File: config.mk
export PLATFORM = sky130hd
export DESIGN_NAME = xirq_top
export DESIGN_NICKNAME = d
export VERILOG_FILES = /design/src/rtl/xirq_pkg.sv /design/src/rtl/xirq_sync.sv /design/src/rtl/xirq_pend.sv /design/src/rtl/xirq_regs.sv /design/src/rtl/xirq_arb.sv /design/src/rtl/xirq_top.sv
export SDC_FILE = /design/constraint.sdc
export NUM_CORES = 1
export LEC_CHECK = 0
export BUFFER_PORTS_ARGS = -buffer_cell sky130_fd_sc_hd__buf_2
export CAP_MARGIN = 20
export CORE_UTILIZATION = 23
export CTS_BUF_LIST = sky130_fd_sc_hd__clkbuf_16
export DETAILED_ROUTE_END_ITERATION = 8
export HOLD_SLACK_MARGIN = 0.06
export SYNTH_ARGS = -nofsm -noshare
export SYNTH_HDL_FRONTEND = slang
export SYNTH_SLANG_ARGS = --single-unit
File: constraint.sdc
create_clock -name clk -period 22.8 [get_ports clk]
set_input_delay 3.42 -clock clk [delete_from_list [all_inputs] [get_ports clk]]
set_output_delay 3.42 -clock clk [all_outputs]
set_load 0.005 [all_outputs]
File: src/rtl/xirq_pkg.sv
package xirq_pkg;
  localparam int ADDR_W = 4;
  localparam int DATA_W = 8;

  typedef enum logic [ADDR_W-1:0] {
    REG_TRIG = 4'h0,
    REG_PEND = 4'h1,
    REG_MASK = 4'h2,
    REG_CTRL = 4'h3
  } reg_addr_e;

  localparam logic [ADDR_W-1:0] REG_PRIO_BASE = 4'h8;
endpackage

File: src/rtl/xirq_sync.sv
module xirq_sync #(
  parameter int N      = 8,
  parameter int STAGES = 2
) (
  input  logic         clk,
  input  logic         rst,
  input  logic [N-1:0] raw,
  output logic [N-1:0] cur,
  output logic [N-1:0] prev
);
  logic [N-1:0] stage_q [STAGES];

  always_ff @(posedge clk) begin
    if (rst) stage_q[0] <= '0;
    else     stage_q[0] <= raw;
  end

  generate
    for (genvar s = 1; s < STAGES; s++) begin : g_stage
      always_ff @(posedge clk) begin
        if (rst) stage_q[s] <= '0;
        else     stage_q[s] <= stage_q[s-1];
      end
    end
  endgenerate

  always_ff @(posedge clk) begin
    if (rst) prev <= '0;
    else     prev <= stage_q[STAGES-1];
  end

  assign cur = stage_q[STAGES-1];
endmodule

File: src/rtl/xirq_pend.sv
module xirq_pend #(
  parameter int N = 8
) (
  input  logic         clk,
  input  logic         rst,
  input  logic [N-1:0] cur,
  input  logic [N-1:0] prev,
  input  logic [N-1:0] trig,
  input  logic [N-1:0] clr,
  output logic [N-1:0] edge_vec,
  output logic [N-1:0] pend
);
  generate
    for (genvar i = 0; i < N; i++) begin : g_ch
      logic rise, fall;
      assign rise        = cur[i] & ~prev[i];
      assign fall        = ~cur[i] & prev[i];
      assign edge_vec[i] = trig[i] ? rise : fall;

      always_ff @(posedge clk) begin
        if (rst)              pend[i] <= 1'b0;
        else if (edge_vec[i]) pend[i] <= 1'b1;
        else if (clr[i])      pend[i] <= 1'b0;
      end
    end
  endgenerate
endmodule

File: src/rtl/xirq_regs.sv
module xirq_regs
  import xirq_pkg::*;
#(
  parameter int N      = 8,
  parameter int PRIO_W = 3
) (
  input  logic                         clk,
  input  logic                         rst,
  input  logic                         bus_sel,
  input  logic                         bus_wr,
  input  logic [ADDR_W-1:0]            bus_addr,
  input  logic [DATA_W-1:0]            bus_wdata,
  output logic [DATA_W-1:0]            bus_rdata,
  input  logic [N-1:0]                 pend,
  output logic [N-1:0]                 trig,
  output logic [N-1:0]                 mask,
  output logic                         periph_en,
  output logic [N-1:0][PRIO_W-1:0]     prio,
  output logic [N-1:0]                 clr
);
  localparam int IDX_W = ADDR_W - 1;

  logic wr_en, rd_en;
  logic [DATA_W-1:0] rd_mux;

  assign wr_en = bus_sel & bus_wr;
  assign rd_en = bus_sel & ~bus_wr;

  assign clr = (wr_en && bus_addr == REG_PEND) ? bus_wdata[N-1:0] : '0;

  always_ff @(posedge clk) begin
    if (rst) begin
      trig      <= '0;
      mask      <= '0;
      periph_en <= 1'b0;
    end else if (wr_en) begin
      case (bus_addr)
        REG_TRIG: trig      <= bus_wdata[N-1:0];
        REG_MASK: mask      <= bus_wdata[N-1:0];
        REG_CTRL: periph_en <= bus_wdata[0];
        default: ;
      endcase
    end
  end

  generate
    for (genvar i = 0; i < N; i++) begin : g_prio
      always_ff @(posedge clk) begin
        if (rst)
          prio[i] <= '0;
        else if (wr_en && bus_addr == (REG_PRIO_BASE | ADDR_W'(i)))
          prio[i] <= bus_wdata[PRIO_W-1:0];
      end
    end
  endgenerate

  always_comb begin
    rd_mux = '0;
    if (bus_addr[ADDR_W-1]) begin
      for (int i = 0; i < N; i++)
        if (bus_addr[IDX_W-1:0] == IDX_W'(i))
          rd_mux[PRIO_W-1:0] = prio[i];
    end else begin
      case (bus_addr)
        REG_TRIG: rd_mux[N-1:0] = trig;
        REG_PEND: rd_mux[N-1:0] = pend;
        REG_MASK: rd_mux[N-1:0] = mask;
        REG_CTRL: rd_mux[0]     = periph_en;
        default:  rd_mux        = '0;
      endcase
    end
  end

  always_ff @(posedge clk) begin
    if (rst)        bus_rdata <= '0;
    else if (rd_en) bus_rdata <= rd_mux;
  end
endmodule

File: src/rtl/xirq_arb.sv
module xirq_arb #(
  parameter int N      = 8,
  parameter int PRIO_W = 3,
  localparam int ID_W  = $clog2(N)
) (
  input  logic [N-1:0]             req,
  input  logic [N-1:0][PRIO_W-1:0] prio,
  output logic                     any,
  output logic [ID_W-1:0]          win_id,
  output logic [PRIO_W-1:0]        win_lvl
);
  always_comb begin
    any     = 1'b0;
    win_id  = '0;
    win_lvl = '0;
    for (int i = 0; i < N; i++) begin
      if (req[i] && (!any || prio[i] > win_lvl)) begin
        any     = 1'b1;
        win_id  = ID_W'(i);
        win_lvl = prio[i];
      end
    end
  end
endmodule

File: src/rtl/xirq_top.sv
module xirq_top
  import xirq_pkg::*;
#(
  parameter int N         = 8,
  parameter int PRIO_W    = 3,
  parameter int SYNC_LEN  = 2,
  parameter int PERIPH_CH = 5,
  localparam int ID_W     = $clog2(N)
) (
  input  logic                clk,
  input  logic                rst,
  input  logic [N-1:0]        ext_in,
  input  logic                periph_done,
  input  logic                periph_fault,
  input  logic                bus_sel,
  input  logic                bus_wr,
  input  logic [ADDR_W-1:0]   bus_addr,
  input  logic [DATA_W-1:0]   bus_wdata,
  output logic [DATA_W-1:0]   bus_rdata,
  output logic                irq_req,
  output logic [ID_W-1:0]     irq_id,
  output logic [PRIO_W-1:0]   irq_lvl,
  input  logic                irq_ack
);
  logic [N-1:0]             raw, cur, prev, edge_vec, pend_q, clr_vec;
  logic [N-1:0]             trig_q, mask_q;
  logic [N-1:0][PRIO_W-1:0] prio_q;
  logic                     periph_en, periph_line;
  logic                     win_any;
  logic [ID_W-1:0]          win_id;
  logic [PRIO_W-1:0]        win_lvl;

  assign periph_line = periph_en & (periph_done | periph_fault);

  always_comb begin
    raw            = ext_in;
    raw[PERIPH_CH] = ext_in[PERIPH_CH] | periph_line;
  end

  xirq_sync #(.N(N), .STAGES(SYNC_LEN)) u_sync (
    .clk(clk), .rst(rst), .raw(raw), .cur(cur), .prev(prev)
  );

  xirq_pend #(.N(N)) u_pend (
    .clk(clk), .rst(rst), .cur(cur), .prev(prev), .trig(trig_q),
    .clr(clr_vec), .edge_vec(edge_vec), .pend(pend_q)
  );

  xirq_regs #(.N(N), .PRIO_W(PRIO_W)) u_regs (
    .clk(clk), .rst(rst), .bus_sel(bus_sel), .bus_wr(bus_wr),
    .bus_addr(bus_addr), .bus_wdata(bus_wdata), .bus_rdata(bus_rdata),
    .pend(pend_q), .trig(trig_q), .mask(mask_q), .periph_en(periph_en),
    .prio(prio_q), .clr(clr_vec)
  );

  xirq_arb #(.N(N), .PRIO_W(PRIO_W)) u_arb (
    .req(pend_q & mask_q), .prio(prio_q), .any(win_any),
    .win_id(win_id), .win_lvl(win_lvl)
  );

  always_ff @(posedge clk) begin
    if (rst) begin
      irq_req <= 1'b0;
      irq_id  <= '0;
      irq_lvl <= '0;
    end else begin
      irq_req <= win_any & ~irq_ack;
      irq_id  <= win_id;
      irq_lvl <= win_lvl;
    end
  end
endmodule

==> results.toml <==
[final_layout]
drive_above_1_share = 0.124
final_common_cell = "dfxtp_1"
final_area_um2 = 5240
num-fill-cells = 2093
area_delta_synth_final_pct = 17.0
finalNetCount = 592
mostFrequentLayoutCells = "dfxtp_1, nor2_1, nand2_1"
antenna_cells = 0

[global_route]
grt_max_degree = 90
grt_use_total = 0.122
grt_overflow = 0
antenna_found_initial = 0
grt_pass1_wl_mm = 18.9
grt_pass1_vias = 3541

[power_and_ir_drop]
switching_share = 0.222
power_density_nw_per_um2 = 63.2
peakVddDrop_mv = 0.0423
combinationalPowerShare = 0.056
p_sw_mw = 0.0736
pwr-share-clk = 0.465
p_leak_nw = 2.05
p_int_mw = 0.258
pwr-share-seq = 0.479

[clocking]
postCtsSetupBuffers = 0
clkSlewWorstSetupHoldPaths_ns = 0.07
cts_tree = "done"
clkLatencyLatePin_ns = 0.35
clockRootBuffer = "clkbuf_16"
clockBufferDepth = 2
cts_buffers = 9
cts.sinks = 88
h-tree-depth = 3
hold_buffers = 0
ctsResizeCount = 0

[synth]
yosysWarnings = 0
synth_area_um2 = 4480
synth-async-reset-ratio = 0
synth_edf_count = 0
yosysUniqueCellTypes = 57
synth_seq_cells = 88
ys.flop_type = "dfxtp_1"
synth_area_leaders = "dfxtp_1, mux2i_1, ha_1"
synth_cells = 515
syn_area_per_cell_um2 = 8.70
syn-num-nets = 563
yosysTopAreaCell = "dfxtp_1"
synth_top_area_frac = 0.393
synth_seq_area_share = 0.393

[floorplan]
start_util = 0.237
die_w_um = 142
dieArea_um2 = 20000
ios = 42
rows = 50
core_area_um2 = 18900
fp.dieH_um = 142

[worst_setup_path]
critPathBufInv = 0
crit_path_start = "u_pend.pend[0]"
cp_slowest_cell = "a32oi_1"
r2r-start = "u_pend.pend[0]"
cp.arrival_ns = 10.33
slowest_delay_ns = 0.61
end_kind = "flip-flop"
path_delay_family = "compound AO/OA/AOI/OAI gates"
worstSetupStartpointType = "flip-flop"
crit_fanout = 11
critPathRequiredTime_ns = 23.05
crit_type = "reg -> reg"
crit_top_cell = "ha_1"

[timing]
setup_viol_count_final = 0
clock.fmax_ghz = 0.0992
hold_viol = 0
final.min_clock_period_ns = 10.08
fin_tns_setup_ns = 0
fin_crit_sh = 0.442
slew_violations = 0
worst_slew_pin_slew_ns = 0.997
rsz0062_at_grt = "false"
max-slew-margin-rel = 0.332
finClkSkew_ns = 0.00889

[routing]
met2WireLength_mm = 5.22
wl_met3_um = 390
routed.top_layer = "met4"
drt_iter0_markers = 259
dr_total_vias = 3725
routedWlPerCell_um = 14.4
wirelength_met1_mm = 5.82
vias_per_cell = 4.60
routed_wl_mm = 11.6
drt_first_pass_iters = 7
drtAntennaViolNets = 0
drc = 0

[run]
max_cap_violations = 0

[placement]
io_buffer_count = 41
dp_hpwl_mm = 8.29
gp_congestion = 0.873
place_area_um2 = 4930

[status]
status = "complete, no violations"

[worst_hold_path]
min_path_type = "reg -> reg"
hold_path_startpoint = "u_sync.stage_q[0][0]"
-- synthesized netlist by cell type, types with 3 or more instances --
cell,number
a211oi_1,3
a21o_1,3
a21oi_1,22
a221oi_1,8
a22oi_1,11
a2bb2oi_1,3
a32oi_1,3
and2_1,7
and3_1,4
clkbuf_1,23
dfxtp_1,88
ha_1,21
inv_1,12
mux2_2,3
mux2i_1,44
nand2_1,52
nand2b_1,3
nand3_1,8
nand3b_1,5
nor2_1,66
nor2b_1,36
nor3_1,9
nor3b_1,9
o211ai_1,3
o21ai_0,23
o221ai_1,3
or3_1,3
-- cells by family after synthesis --
group           after synthesis  synth area share
compound gates              108             0.172
fa+ha+maj                    21            0.0587
mux                          48             0.111
flops                        88             0.393
simple gates                212             0.232
buf+inv                      38            0.0321
-- sequential cells by signal, summed over array words and instances, names as in the netlist --
name	cells
u_sync.stage_q	16
u_regs.bus_rdata	8
u_regs.trig	8
irq_lvl	3
irq_id	3
u_sync.prev	8
u_pend.pend	8
u_regs.periph_en	1
u_regs.prio	24
u_regs.mask	8
irq_req	1
-- per-stage QoR --
step                total power [mW]  std cells  hold slack, ns  setup WS, ns  utilization
finish                         0.331        809           0.433         12.72        0.277
global route                   0.344        809           0.451         11.96        0.277
CTS                            0.336        809           0.435         12.82        0.277
detailed placement             0.181        793           0.422         12.79        0.261
global placement               0.180        793           0.416         13.11        0.261
floorplan                      0.173        515           0.414         13.87            -
-- power groups by stage --
| stage | registers (mW) | clock network [mW] | logic (mW) |
|---|---|---|---|
| 6_report | 0.159 | 0.154 | 0.0186 |
| 5_1_grt | 0.159 | 0.164 | 0.0204 |
| 4_1_cts | 0.158 | 0.158 | 0.0187 |
| 3_5_place_dp | 0.162 | 0 | 0.0186 |
| 3_3_place_gp | 0.162 | 0 | 0.0185 |
| 2_1_floorplan | 0.161 | 0 | 0.0121 |
-- per-layer routing --
layer / global-route usage / up-vias
met5: 0 / -
met4: 0.0498 / 0
met3: 0.0209 / 14
met2: 0.193 / 68
met1: 0.164 / 1740
li1: - / 1903
-- path summary, 6_finish.rpt --
check	endpoint	slack, ns	cells after the start
max	irq_lvl[2]	12.72	41
min	u_sync.stage_q[1][0]	0.43	1
max reg2reg	irq_lvl[2]	12.72	41
min reg2reg	u_sync.stage_q[1][0]	0.43	1
-- layout make-up --
cell class / instances / area [µm²] / share of cell area
repair buffers: 44 / 228 / 0.0435
multi-input cells: 389 / 2570 / 0.491
clock inverters: 7 / 80.1 / 0.0153
flip-flops and latches: 88 / 1760 / 0.336
inverters: 12 / 45.0 / 0.00860
well taps: 260 / 325 / 0.0621
clock buffers: 9 / 225 / 0.0430
(Power assumes the default switching activity.)
